**config.mk**
```make
export PLATFORM = sky130hd
export DESIGN_NAME = rank_drop_sampler
export DESIGN_NICKNAME = d
export VERILOG_FILES = /design/src/rtl/rank_drop_sampler.sv
export SDC_FILE = /design/constraint.sdc
export NUM_CORES = 1
export LEC_CHECK = 0
export ABC_AREA = 1
export BUFFER_PORTS_ARGS = -buffer_cell sky130_fd_sc_hd__buf_2
export CAP_MARGIN = 40
export CORE_MARGIN = 5
export CORE_UTILIZATION = 41
export DETAILED_ROUTE_END_ITERATION = 16
export GPL_TIMING_DRIVEN = 0
export HOLD_SLACK_MARGIN = 0.06
export PLACE_DENSITY_LB_ADDON = 0.25
export SYNTH_ARGS = -nofsm -noshare
export SYNTH_HDL_FRONTEND = slang
export SYNTH_SLANG_ARGS = --single-unit
export TNS_END_PERCENT = 10
```
**constraint.sdc**
```tcl
create_clock -name clk -period 1.8 [get_ports clk]
set_input_delay 0.09 -clock clk [delete_from_list [all_inputs] [get_ports clk]]
set_output_delay 0.09 -clock clk [all_outputs]
set_load 0.05 [all_outputs]
```
**src/rtl/rank_drop_sampler.sv**
```systemverilog
module rank_drop_sampler #(
  parameter int DATA_W    = 8,
  parameter int MAX_LEN   = 15,
  parameter bit USE_CFG   = 1'b0,
  parameter int BLK_LEN   = 3,
  parameter int DROP_RANK = 1,
  localparam int CNT_W    = $clog2(MAX_LEN + 1)
) (
  input  logic              clk,
  input  logic              rst_n,
  input  logic [CNT_W-1:0]  cfg_len,
  input  logic [CNT_W-1:0]  cfg_rank,
  input  logic              in_valid,
  output logic              in_ready,
  input  logic [DATA_W-1:0] in_data,
  output logic              out_valid,
  input  logic              out_ready,
  output logic [DATA_W-1:0] out_data
);

  if (BLK_LEN < 1 || BLK_LEN > MAX_LEN || DROP_RANK < 0 || DROP_RANK > BLK_LEN) begin : g_bad_cfg
    $error("rank_drop_sampler: illegal BLK_LEN/DROP_RANK");
  end

  logic [CNT_W-1:0]  len_e, rank_e, pos_q;
  logic              ov_q, at_drop, take;
  logic [DATA_W-1:0] od_q;

  assign len_e   = USE_CFG ? cfg_len  : CNT_W'(BLK_LEN);
  assign rank_e  = USE_CFG ? cfg_rank : CNT_W'(DROP_RANK);
  assign at_drop = (pos_q == rank_e);

  assign in_ready  = at_drop | ~ov_q | out_ready;
  assign take      = in_valid & in_ready;
  assign out_valid = ov_q;
  assign out_data  = od_q;

  always_ff @(posedge clk) begin
    if (!rst_n) begin
      pos_q <= '0;
      ov_q  <= 1'b0;
    end else begin
      if (take) pos_q <= (pos_q == len_e) ? '0 : pos_q + 1'b1;
      if (take && !at_drop) ov_q <= 1'b1;
      else if (out_ready)   ov_q <= 1'b0;
    end
  end

  always_ff @(posedge clk) begin
    if (take && !at_drop) od_q <= in_data;
  end

endmodule

```
After elaboration in Yosys (flattened, before gate mapping)
Cells that the tools add are included.
{"block": "word_totals", "ram_bits": 0, "mem_bits_ro": 0, "latchBits": 0, "mem_count": 0, "regBits": 13}
{"block": "op_classes", "n_div": 0, "shift": 0, "order_cmp": 0, "n_reduce_logical": 3, "n_mul": 0, "eq_ne": 2, "bitwise": 4, "add_sub_neg": 1, "n_mux": 3}
{"cell": "$add A4 B1 Y4 const B", "n": 1}
{"cell": "$eq A4 B1 Y1 const B", "n": 1}
{"cell": "$eq A4 B2 Y1 const B", "n": 1}
{"cell": "$mux W4", "n": 1}
{"cell": "$mux W1", "n": 2}
{"cell": "$or A1 B1 Y1", "n": 2}
{"cell": "$reduce_bool A2 Y1", "n": 1}
{"cell": "$and A1 B1 Y1", "n": 1}
{"cell": "$logic_and A1 B1 Y1", "n": 1}
{"cell": "$logic_not A1 Y1", "n": 1}
{"cell": "$not A1 Y1", "n": 1}

Logic depth before layout (Yosys ltp)
Gate-level depths: netlist of run 1.
{"block": "depth", "word_depth": 6, "mapped_depth": 8, "ltp_nobuf": 8}

Worst setup path before layout of run 1
Ideal clock, no wire load.
{"block": "synth_path", "path_kind": "reg2reg", "from": "register ov_q, in the netlist out_valid", "to": "register od_q[0], in the netlist out_data[0], enable pin", "synth_period_minus_slack_ns": 1.475, "slack_ns": 0.325, "stages_incl_launch_ff": 6, "t_arrival_ns": 1.203, "path_cell_list": "dfxtp_1 > inv_1 > nor2_2 > a21oi_4 > nand2_1 > inv_1"}
{"block": "synth_via", "elab_chain_cells": 5}
{"element": "from (decl)", "line": "26", "text": "logic ov_q, at_drop, take;"}
{"element": "from (signal assigned)", "line": "41", "text": "ov_q <= 1'b0;"}
{"element": "from (signal assigned)", "line": "44", "text": "if (take && !at_drop) ov_q <= 1'b1;"}
{"element": "from (signal assigned)", "line": "45", "text": "else if (out_ready) ov_q <= 1'b0;"}
{"element": "$not A1 Y1", "line": "33", "text": "assign in_ready = at_drop | ~ov_q | out_ready;"}
{"element": "$or A1 B1 Y1 (2 in series)", "line": "33"}
{"element": "$and A1 B1 Y1", "line": "34", "text": "assign take = in_valid & in_ready;"}
{"element": "$logic_and A1 B1 Y1", "line": "50", "text": "if (take && !at_drop) od_q <= in_data;"}
{"element": "to (signal assigned)", "line": "50"}
{"element": "to (decl)", "line": "27", "text": "logic [DATA_W-1:0] od_q;"}
Every way passes these cells.
A chain may end at the register's enable or synchronous reset.

Worst setup path in the final report of run 1
{"block": "layout_path", "from": "register pos_q[0]", "to": "register od_q[3], in the netlist out_data[3], enable pin"}
{"block": "layout_via", "elab_chain_cells": 5, "elab_cells_between_ends": 6, "cone_classes": "eq/ne (1); bitwise (3); reduce/logical (2)"}
{"element": "from (decl)", "line": "25", "text": "logic [CNT_W-1:0] len_e, rank_e, pos_q;"}
{"element": "from (signal assigned)", "line": "43", "text": "if (take) pos_q <= (pos_q == len_e) ? '0 : pos_q + 1'b1;"}
{"element": "$eq A4 B1 Y1 *", "line": "31", "text": "assign at_drop = (pos_q == rank_e);"}
{"element": "$or A1 B1 Y1 (2 in series)", "line": "33"}
{"element": "$and A1 B1 Y1", "line": "34"}
{"element": "$logic_and A1 B1 Y1 *", "line": "50"}
Mark *: on every way between the ends. The rest lies on a longest branch, timed or not.

==> metrics.csv, run 1 <==
stage,metric,value,unit
sta,Setup TNS,0,ns
clocking,count of hold-fix buffers inserted at cts,9,
die,Top Ports,30,
run_status,status,finished clean,
drt,highest metal layer with signal wires,met4,
yosys,Post-synth EDFFs,8,
die,core area,1300,um2
cells_and_area,Multi-input gate area,188,um2
critical_path,Top delay family on crit path,flip-flops,
sta,worst hold slack,0.144,ns
yosys,Post-Synthesis Cells,54,
yosys,Mapped Avg Cell Area,10.4,um2
clocking,CTS Buffer Depth,2,
critical_path,Critical Path AT,1.51,ns
critical_path,FF-to-FF setup slack,0.24,ns
global_routing,first-pass GRT wire length,1.82,mm
place,DP HPWL,796,um
die,Std-Cell Rows,13,
run,max-cap violations,0,
die,Die H,47.0,um
die,die area,2210,um2
yosys,top_reg_cell synth,edfxtp_1,
pwr,worst vdd ir,0.000507,V
sta,Final period util,86.7,%
critical_path,crit path kind,register to register,
clocking,CTS tree,built,
yosys,post-synthesis sequential area ratio,60.6,%
yosys,share of the synthesized area in the top cell type,42.8,%
critical_path,CP max stage delay,0.43,ns
sta,pins over their slew limit,0,
critical_path,CP Launch Type,register,
min_path,hold path startpoint,in_valid,
sta,RSZ-0062 raised after global routing,false,
critical_path,Setup crit end kind,register,
min_path,HP Class,input pin to register,
cells_and_area,FF/Latch Area,340,um2
die,width of the die,47.0,um
drt,vias per inst,4.43,
drt,number of nets with antenna violations after routing,0,
drt,final WL,1.13,mm
yosys,Synth cell types,13,
global_routing,initial antenna violation count,0,
global_routing,vias in the first global route,427,
die,initial core utilization,43.2,%
sta,Slew @ Worst Pin,0.302,ns
yosys,"FFs w/ async S/R, synth",0,%
clocking,Skew-Pair Late Insertion Delay,0.27,ns
cells_and_area,Layout fillers,118,
clocking,Num CTS Buffers,3,
yosys,Synth warnings,0,
critical_path,maximum fanout along the worst path,8,
place,GP Congestion,0.809,
yosys,register bit total from synthesis,13,
sta,clock period minus worst slack,1.56,ns
min_path,Hold Crit Depth,3,
critical_path,Critical R2R Capture,out_data[3],
critical_path,crit-path cells,ha_1 > nand2_4 > a21oi_4 > nand2_1 > inv_1,
clocking,htree depth,1,
clocking,root buffer cell,clkbuf_4,
sta,skew final,0.00862,ns
drt,met2 WL post-DR,582,um
cells_and_area,n_diodes,0,
critical_path,slowest cell on the critical path,dfxtp_1,
pwr,PwrDens,836,nW/um2
pwr,Leakage,0.367,nW
global_routing,grt total ovfl,0,
critical_path,Critical Path RT,1.75,ns
sta,Final Hold Viols,0,
sta,# setup viols final,0,
sta,slew margin rel.,79.8,%
cells_and_area,post-layout net count,111,
drt,via count,456,
cells_and_area,Layout area overhead,42.8,%
clocking,"Reg clk slew, reported paths",0.08,ns
yosys,mapped cell area,562,um2
clocking,clk sinks,13,
critical_path,Worst Path Buf+Inv,1,
place,port bufs,21,
yosys,post-synth top area cell,edfxtp_1,
drt,Initial DRT Pass Iterations,4,
critical_path,worst r2r path cells,5,
cells_and_area,share of post-route cells with drive strength above 1,33.0,%
drt,WL met3,70,um
global_routing,gr usage total,12.4,%
yosys,Syn Nets,76,
drt,Initial DRC Count,3,
cells_and_area,fin util,61.6,%
yosys,commonest cells in the synthesized netlist,"nand2_1, inv_1, edfxtp_1",
yosys,Synth area leaders,"edfxtp_1, dfxtp_1, nand2_1, inv_1, ha_1",
clocking,# resized after CTS,0,
sta,f_max,0.641,GHz
critical_path,reg-to-reg startpoint,pos_q[0],
min_path,"Endpoint, Worst Hold",out_valid,
clocking,postcts setup bufs,0,
global_routing,largest net degree at the start of global routing,9,
drt,DRC violations left,0,
drt,DRT met1 WL,470,um
yosys,top-count cell post-synth,nand2_1,
drt,routed wire length per instance,11.0,um
-- worst max-delay path by stage --
stage | startpoint | endpoint | slack [ns] | depth (start not counted)
after floorplan | out_valid | out_data[0] | 0.32 | 5
after global placement | pos_q[0] | out_data[6] | 0.27 | 5
after detailed placement | pos_q[0] | out_data[1] | 0.25 | 5
after CTS | pos_q[0] | out_data[1] | 0.23 | 5
after global routing | pos_q[0] | out_data[0] | 0.11 | 5
final | pos_q[0] | out_data[3] | 0.24 | 5
-- report_power, final --
group | internal, mW | switching [mW] | leakage (nW)
sequential | 0.339 | 0.00937 | 0.118
clock | 0.0858 | 0.0911 | 0.0150
combinational | 0.0467 | 0.0988 | 0.234
-- cells in the final DEF (no fill, tap or decap) --
cell	instances
nor2_1	5
buf_2	21
clkbuf_1	1
dlygate4sd3_1	9
inv_1	9
edfxtp_1	8
nand4_1	2
ha_1	2
nor2_2	1
nand2_4	2
dfxtp_1	5
clkbuf_4	3
nor2_4	1
a21oi_4	1
nand2_1	12
nand3_1	2
a21oi_1	4
-- layout make-up --
cell class | instances | area share, %
flip-flops and latches | 13 | 42.4
well taps | 15 | 2.34
clock buffers | 4 | 3.28
repair buffers | 30 | 24.3
inverters | 9 | 4.21
multi-input cells | 32 | 23.4
-- logic make-up (layout without fill, tap and decap cells) --
group                    count (synthesis)  count (layout)  share of synthesized area [%]
AO/OA/AOI/OAI                            5               5                           6.46
flip-flops                              13              13                           60.6
buffers and inverters                    9              43                           6.01
AND/OR/NAND/NOR                         25              25                           22.5
adder cells (fa/ha/maj)                  2               2                           4.45
-- flip-flops by register name, indices dropped and copies added (netlist names) --
| name | count |
|---|---|
| out_data | 8 |
| pos_q | 4 |
| out_valid | 1 |
-- per-layer routing --
layer	vias up	GRT usage (%)
li1	241	-
met1	199	13.7
met2	14	20.6
met3	2	3.45
met4	0	8.29
met5	-	0
-- tightest hold or removal path: stages --
cell     delay (ns)
buf_2          0.12
a21oi_1        0.08
nor2_1         0.08
-- per-stage QoR --
stage,worst slack (ns),power [mW],std cells,cell area [um2]
after global routing,0.113,0.714,103,802
after CTS,0.228,0.680,103,802
after detailed placement,0.248,0.486,90,686
final,0.240,0.670,103,802
after floorplan,0.325,0.451,54,562
after global placement,0.275,0.483,90,686
No activity file was read; power rests on OpenSTA's default activity.
==> inputs of run 2 (changes only) <==
--- a/config.mk
+++ b/config.mk
@@ -13,7 +13,7 @@
 export DETAILED_ROUTE_END_ITERATION = 16
 export GPL_TIMING_DRIVEN = 0
 export HOLD_SLACK_MARGIN = 0.06
-export PLACE_DENSITY_LB_ADDON = 0.25
+export PLACE_DENSITY = 0.77
 export SYNTH_ARGS = -nofsm -noshare
 export SYNTH_HDL_FRONTEND = slang
 export SYNTH_SLANG_ARGS = --single-unit
==> metrics.csv, run 2 (synthesized netlist as in run 1, its figures left out) <==
stage,metric,value,unit,change
global_routing,largest net degree at the start of global routing,9,,unchanged
die,Die H,47.0,um,unchanged
global_routing,vias in the first global route,415,,-2.8%
global_routing,initial antenna violation count,0,,unchanged
die,Top Ports,30,,unchanged
clocking,count of hold-fix buffers inserted at cts,9,,unchanged
sta,pins over their slew limit,0,,unchanged
run,max-cap violations,0,,unchanged
drt,via count,463,,+1.5%
critical_path,CP Launch Type,register,,
drt,final WL,1.06,mm,-6.7%
clocking,clk sinks,13,,unchanged
place,DP HPWL,812,um,+2.0%
clocking,htree depth,1,,unchanged
pwr,PwrDens,835,nW/um2,-0.14%
drt,highest metal layer with signal wires,met4,,
clocking,root buffer cell,clkbuf_4,,
drt,WL met3,127,um,+81%
cells_and_area,Layout area overhead,42.8,%,unchanged
drt,DRT met1 WL,421,um,-10%
min_path,HP Class,input pin to register,,
run_status,status,finished clean,,
critical_path,crit path kind,register to register,,
die,initial core utilization,43.2,%,unchanged
critical_path,maximum fanout along the worst path,8,,unchanged
cells_and_area,post-route cell area,802,um2,unchanged
clocking,Num CTS Buffers,3,,unchanged
pwr,worst vdd ir,0.000406,V,-20%
critical_path,Critical Path AT,1.50,ns,about the same
critical_path,slowest cell on the critical path,dfxtp_1,,
global_routing,grt total ovfl,0,,unchanged
critical_path,crit-path cells,ha_1 > nand2_4 > a21oi_4 > nand2_1 > inv_1,,
sta,RSZ-0062 raised after global routing,false,,
drt,Initial DRT Pass Iterations,2,,-2
cells_and_area,Layout fillers,120,,+1.7%
drt,routed wire length per instance,10.3,um,-6.7%
clocking,CTS Buffer Depth,2,,unchanged
sta,Final Hold Viols,0,,unchanged
global_routing,gr usage total,10.9,%,-1.5 points
critical_path,Setup crit end kind,register,,
sta,Setup TNS,0,ns,unchanged
place,GP Congestion,0.798,,-1.3%
cells_and_area,most frequent cells in the layout,"buf_2, nand2_1, inv_1, dlygate4sd3_1, edfxtp_1",,
drt,number of nets with antenna violations after routing,0,,unchanged
global_routing,first-pass GRT wire length,1.64,mm,-9.8%
die,Std-Cell Rows,13,,unchanged
sta,Final period util,85.8,%,-0.91 points
drt,Initial DRC Count,4,,+1
sta,slew margin rel.,81.3,%,+1.4 points
min_path,Hold Crit Depth,3,,unchanged
sta,skew final,0.00409,ns,-0.00453 ns
sta,clock period minus worst slack,1.54,ns,-0.0163 ns
clocking,Skew-Pair Late Insertion Delay,0.28,ns,about the same
clocking,postcts setup bufs,0,,unchanged
sta,f_max,0.648,GHz,+1.1%
clocking,"Reg clk slew, reported paths",0.07,ns,about the same
drt,DRC violations left,0,,unchanged
place,port bufs,21,,unchanged
cells_and_area,n_diodes,0,,unchanged
cells_and_area,max FFs per register,8,,unchanged
place,DP Area,686,um2,unchanged
clocking,CTS tree,built,,
critical_path,worst r2r path cells,5,,unchanged
drt,met2 WL post-DR,486,um,-16%
drt,vias per inst,4.50,,+1.5%
sta,Slew @ Worst Pin,0.281,ns,-0.0213 ns
die,die area,2210,um2,unchanged
cells_and_area,"commonest non-fill, non-tap cell in the layout",buf_2,,
die,core area,1300,um2,unchanged
sta,# setup viols final,0,,unchanged
die,width of the die,47.0,um,unchanged
critical_path,CP max stage delay,0.42,ns,about the same
cells_and_area,post-layout net count,111,,unchanged
critical_path,Critical Path RT,1.76,ns,about the same
cells_and_area,share of post-route cells with drive strength above 1,33.0,%,unchanged
pwr,Leakage,0.367,nW,unchanged
clocking,# resized after CTS,0,,unchanged
run 2: cell counts in the layout (fill, tap and decap cells not counted):
No cell type changed its count.
run 2: worst paths after layout:
kind | slack (ns) | from | to
worst min-delay path | 0.12 | in_valid | out_valid
worst max-delay path | 0.26 | pos_q[0] | out_data[5]
worst max register to register | 0.26 | pos_q[0] | out_data[5]
worst min register to register | 0.53 | pos_q[3] | pos_q[3]
run 2: per-stage QoR:
stage	power [mW]	hold WS [ns]	utilization, %	std cells	worst slack, ns
after floorplan	0.451	0.189	-	54	0.325
after global placement	0.482	0.267	52.7	90	0.308
after detailed placement	0.485	0.270	52.7	90	0.251
after CTS	0.678	0.115	61.6	103	0.244
after global routing	0.705	0.187	61.6	103	0.152
final	0.670	0.120	61.6	103	0.256
run 2: layer usage:
metal,vias up,track usage (%)
li1,243,-
met3,2,3.83
met5,-,0
met4,0,4.97
met1,199,13.0
met2,19,17.6
run 2: layout make-up:
type	count	area, um2	area share [%]
tap	15	18.8	2.34
timing repair buffer	30	195	24.3
inverter	9	33.8	4.21
multi-input combinational	32	188	23.4
clock buffer	4	26.3	3.28
sequential	13	340	42.4
run 2: critical path: cells and delay by family, from the launching register on:
family	cells	cell delay (ns)
AO/OA/AOI/OAI	1	0.18
adder cells (fa/ha/maj)	1	0.23
AND/OR/NAND/NOR	2	0.17
flip-flops	1	0.42
buffers and inverters	1	0.23
run 2: power by group:
| part | leakage, nW | switching (mW) | internal, mW |
|---|---|---|---|
| Combinational | 0.234 | 0.0986 | 0.0467 |
| Clock | 0.0150 | 0.0911 | 0.0860 |
| Sequential | 0.118 | 0.00852 | 0.339 |
==> inputs of run 3 (changes only) <==
--- a/config.mk
+++ b/config.mk
@@ -9,11 +9,11 @@
 export BUFFER_PORTS_ARGS = -buffer_cell sky130_fd_sc_hd__buf_2
 export CAP_MARGIN = 40
 export CORE_MARGIN = 5
-export CORE_UTILIZATION = 41
+export CORE_UTILIZATION = 37
 export DETAILED_ROUTE_END_ITERATION = 16
 export GPL_TIMING_DRIVEN = 0
 export HOLD_SLACK_MARGIN = 0.06
-export PLACE_DENSITY = 0.77
+export PLACE_DENSITY = 0.74
 export SYNTH_ARGS = -nofsm -noshare
 export SYNTH_HDL_FRONTEND = slang
 export SYNTH_SLANG_ARGS = --single-unit
==> constraint.sdc (replaced) <==
create_clock -name clk -period 1.4 [get_ports clk]
set_input_delay 0.07 -clock clk [delete_from_list [all_inputs] [get_ports clk]]
set_output_delay 0.07 -clock clk [all_outputs]
set_load 0.05 [all_outputs]
==> metrics.csv, run 3 (synthesized netlist as in run 1, its figures left out) <==
stage,metric,value,unit,change
critical_path,slowest cell on the critical path,dfxtp_2,,
min_path,HP Class,input pin to register,,
sta,pins over their slew limit,0,,unchanged
sta,Final period util,96.9,%,+11 points
die,initial core utilization,38.2,%,-5.0 points
drt,Initial DRT Pass Iterations,4,,+2
min_path,Hold Crit Depth,3,,unchanged
critical_path,crit path kind,register to register,,
sta,Final WS setup,0.0434,ns,-0.213 ns
global_routing,gr usage total,10.4,%,-0.49 points
sta,Slew @ Worst Pin,0.278,ns,-0.00303 ns
pwr,PwrDens,1040,nW/um2,+24%
cells_and_area,n_diodes,0,,unchanged
drt,final WL,1.19,mm,+13%
global_routing,largest net degree at the start of global routing,9,,unchanged
critical_path,Top delay family on crit path,flip-flops,,
critical_path,reg-to-reg startpoint,pos_q[1],,
cells_and_area,max FFs per register,8,,unchanged
die,Std-Cell Rows,14,,+1
clocking,"Reg clk slew, reported paths",0.07,ns,about the same
critical_path,CP max stage delay,0.35,ns,-0.07 ns
place,DP HPWL,844,um,+4.0%
drt,Initial DRC Count,6,,+2
die,Die H,49.0,um,+4.1%
cells_and_area,Layout area overhead,49.9,%,
critical_path,Critical Path AT,1.34,ns,-0.16 ns
die,core area,1470,um2,+13%
drt,DRC violations left,0,,unchanged
cells_and_area,Layout fillers,133,,+11%
place,port bufs,21,,unchanged
clocking,CTS Buffer Depth,2,,unchanged
sta,Setup TNS,0,ns,unchanged
sta,# setup viols final,0,,unchanged
cells_and_area,share of post-route cells with drive strength above 1,41.8,%,+8.8 points
critical_path,Worst Path Buf+Inv,2,,+1
pwr,Leakage,0.382,nW,+4.1%
critical_path,Setup crit end kind,register,,
drt,number of nets with antenna violations after routing,0,,unchanged
clocking,Skew-Pair Late Insertion Delay,0.27,ns,about the same
cells_and_area,"commonest non-fill, non-tap cell in the layout",buf_2,,
sta,clock period minus worst slack,1.36,ns,-0.187 ns
min_path,"Endpoint, Worst Hold",out_valid,,
sta,Final Hold Viols,0,,unchanged
drt,via count,491,,+6.0%
die,Top Ports,30,,unchanged
cells_and_area,fin util,57.2,%,-4.4 points
critical_path,worst r2r path cells,6,,+1
clocking,Num CTS Buffers,3,,unchanged
critical_path,Critical Path RT,1.38,ns,-0.38 ns
place,pre-CTS setup slack,-0.158,ns,-0.409 ns
clocking,CTS tree,built,,
global_routing,initial antenna violation count,0,,unchanged
global_routing,first-pass GRT wire length,2.03,mm,+24%
global_routing,vias in the first global route,478,,+15%
drt,vias per inst,4.59,,+2.1%
clocking,htree depth,1,,unchanged
clocking,root buffer cell,clkbuf_4,,
critical_path,CP Launch Type,register,,
sta,slew margin rel.,81.5,%,+0.20 points
drt,routed wire length per instance,11.1,um,+8.8%
pwr,worst vdd ir,0.000417,V,+2.7%
die,die area,2400,um2,+8.5%
critical_path,maximum fanout along the worst path,8,,unchanged
sta,worst hold slack,0.119,ns,-0.00166 ns
sta,f_max,0.737,GHz,+14%
critical_path,Critical R2R Capture,out_data[0],,
sta,skew final,0.00121,ns,-0.00288 ns
place,dpl cells,91,,+1.1%
min_path,hold path startpoint,in_valid,,
clocking,clk sinks,13,,unchanged
run_status,status,finished clean,,
cells_and_area,most frequent cells in the layout,"buf_2, nand2_1, dlygate4sd3_1, inv_1, edfxtp_1",,
global_routing,grt total ovfl,0,,unchanged
cells_and_area,post-layout net count,114,,+2.7%
run,max-cap violations,0,,unchanged
cells_and_area,Layout Cells excl Fill,107,,+3.9%
critical_path,crit-path cells,inv_1 > ha_2 > nand2_4 > a21oi_4 > nand2_2 > inv_4,,
die,width of the die,49.0,um,+4.1%
critical_path,FF-to-FF setup slack,0.04,ns,-0.21 ns
place,GP Congestion,0.824,,+3.2%
==> run 3: per-layer routing <==
metal,vias to the layer above,part of all wire [%],track usage [%]
li1,248,-,-
met1,216,40,11.9
met2,25,51,17.4
met3,2,8.1,3.98
met4,0,0.84,4.04
met5,-,0,0
==> run 3: report_power, final <==
| group | switching (mW) | internal [mW] |
|---|---|---|
| Sequential | 0.0123 | 0.437 |
| Clock | 0.112 | 0.110 |
| Combinational | 0.132 | 0.0701 |
| Total | 0.257 | 0.617 |
==> run 3: what timing repair did <==
item | in CTS | in global routing
pin swaps | 0 | 1
hold buffers | 9 | 0
buffers inserted | 0 | 3
gates resized for setup | 4 | 5
setup endpoints to repair | 9 | 9
endpoints found under the hold margin | 9 | 0
==> run 3: through the flow <==
stage               instance area, um2  total power [mW]
global route                       842             0.923
detailed placement                 688             0.626
global placement                   688             0.621
floorplan                          563             0.581
finish                             842             0.873
CTS                                810             0.874
==> run 3: worst max-delay path by stage <==
stage	start	endpoint	slack [ns]	cells after the start
floorplan	pos_q[0]	out_data[0]	0.008	5
global placement	pos_q[0]	out_data[4]	-0.1	5
detailed placement	pos_q[0]	out_data[4]	-0.16	5
CTS	pos_q[0]	out_data[5]	0.009	5
global route	pos_q[1]	out_data[5]	-0.02	6
finish	pos_q[1]	out_data[0]	0.04	6
==> run 3: cell type report <==
type                    count  area [um2]  share of cell area [%]
flip-flops and latches     13         347                    41.2
repair buffers             33         220                    26.2
multi-input cells          32         193                    22.9
inverters                   9        36.3                    4.31
clock buffers               4        26.3                    3.12
well taps                  16        20.0                    2.38
==> run 3: worst register-to-register path: cells and delay by family, from the launching register on <==
kind            cells  cell delay [ns]
simple gates        2             0.17
compound gates      1             0.21
buf+inv             2             0.17
flops               1             0.35
fa+ha+maj           1             0.18
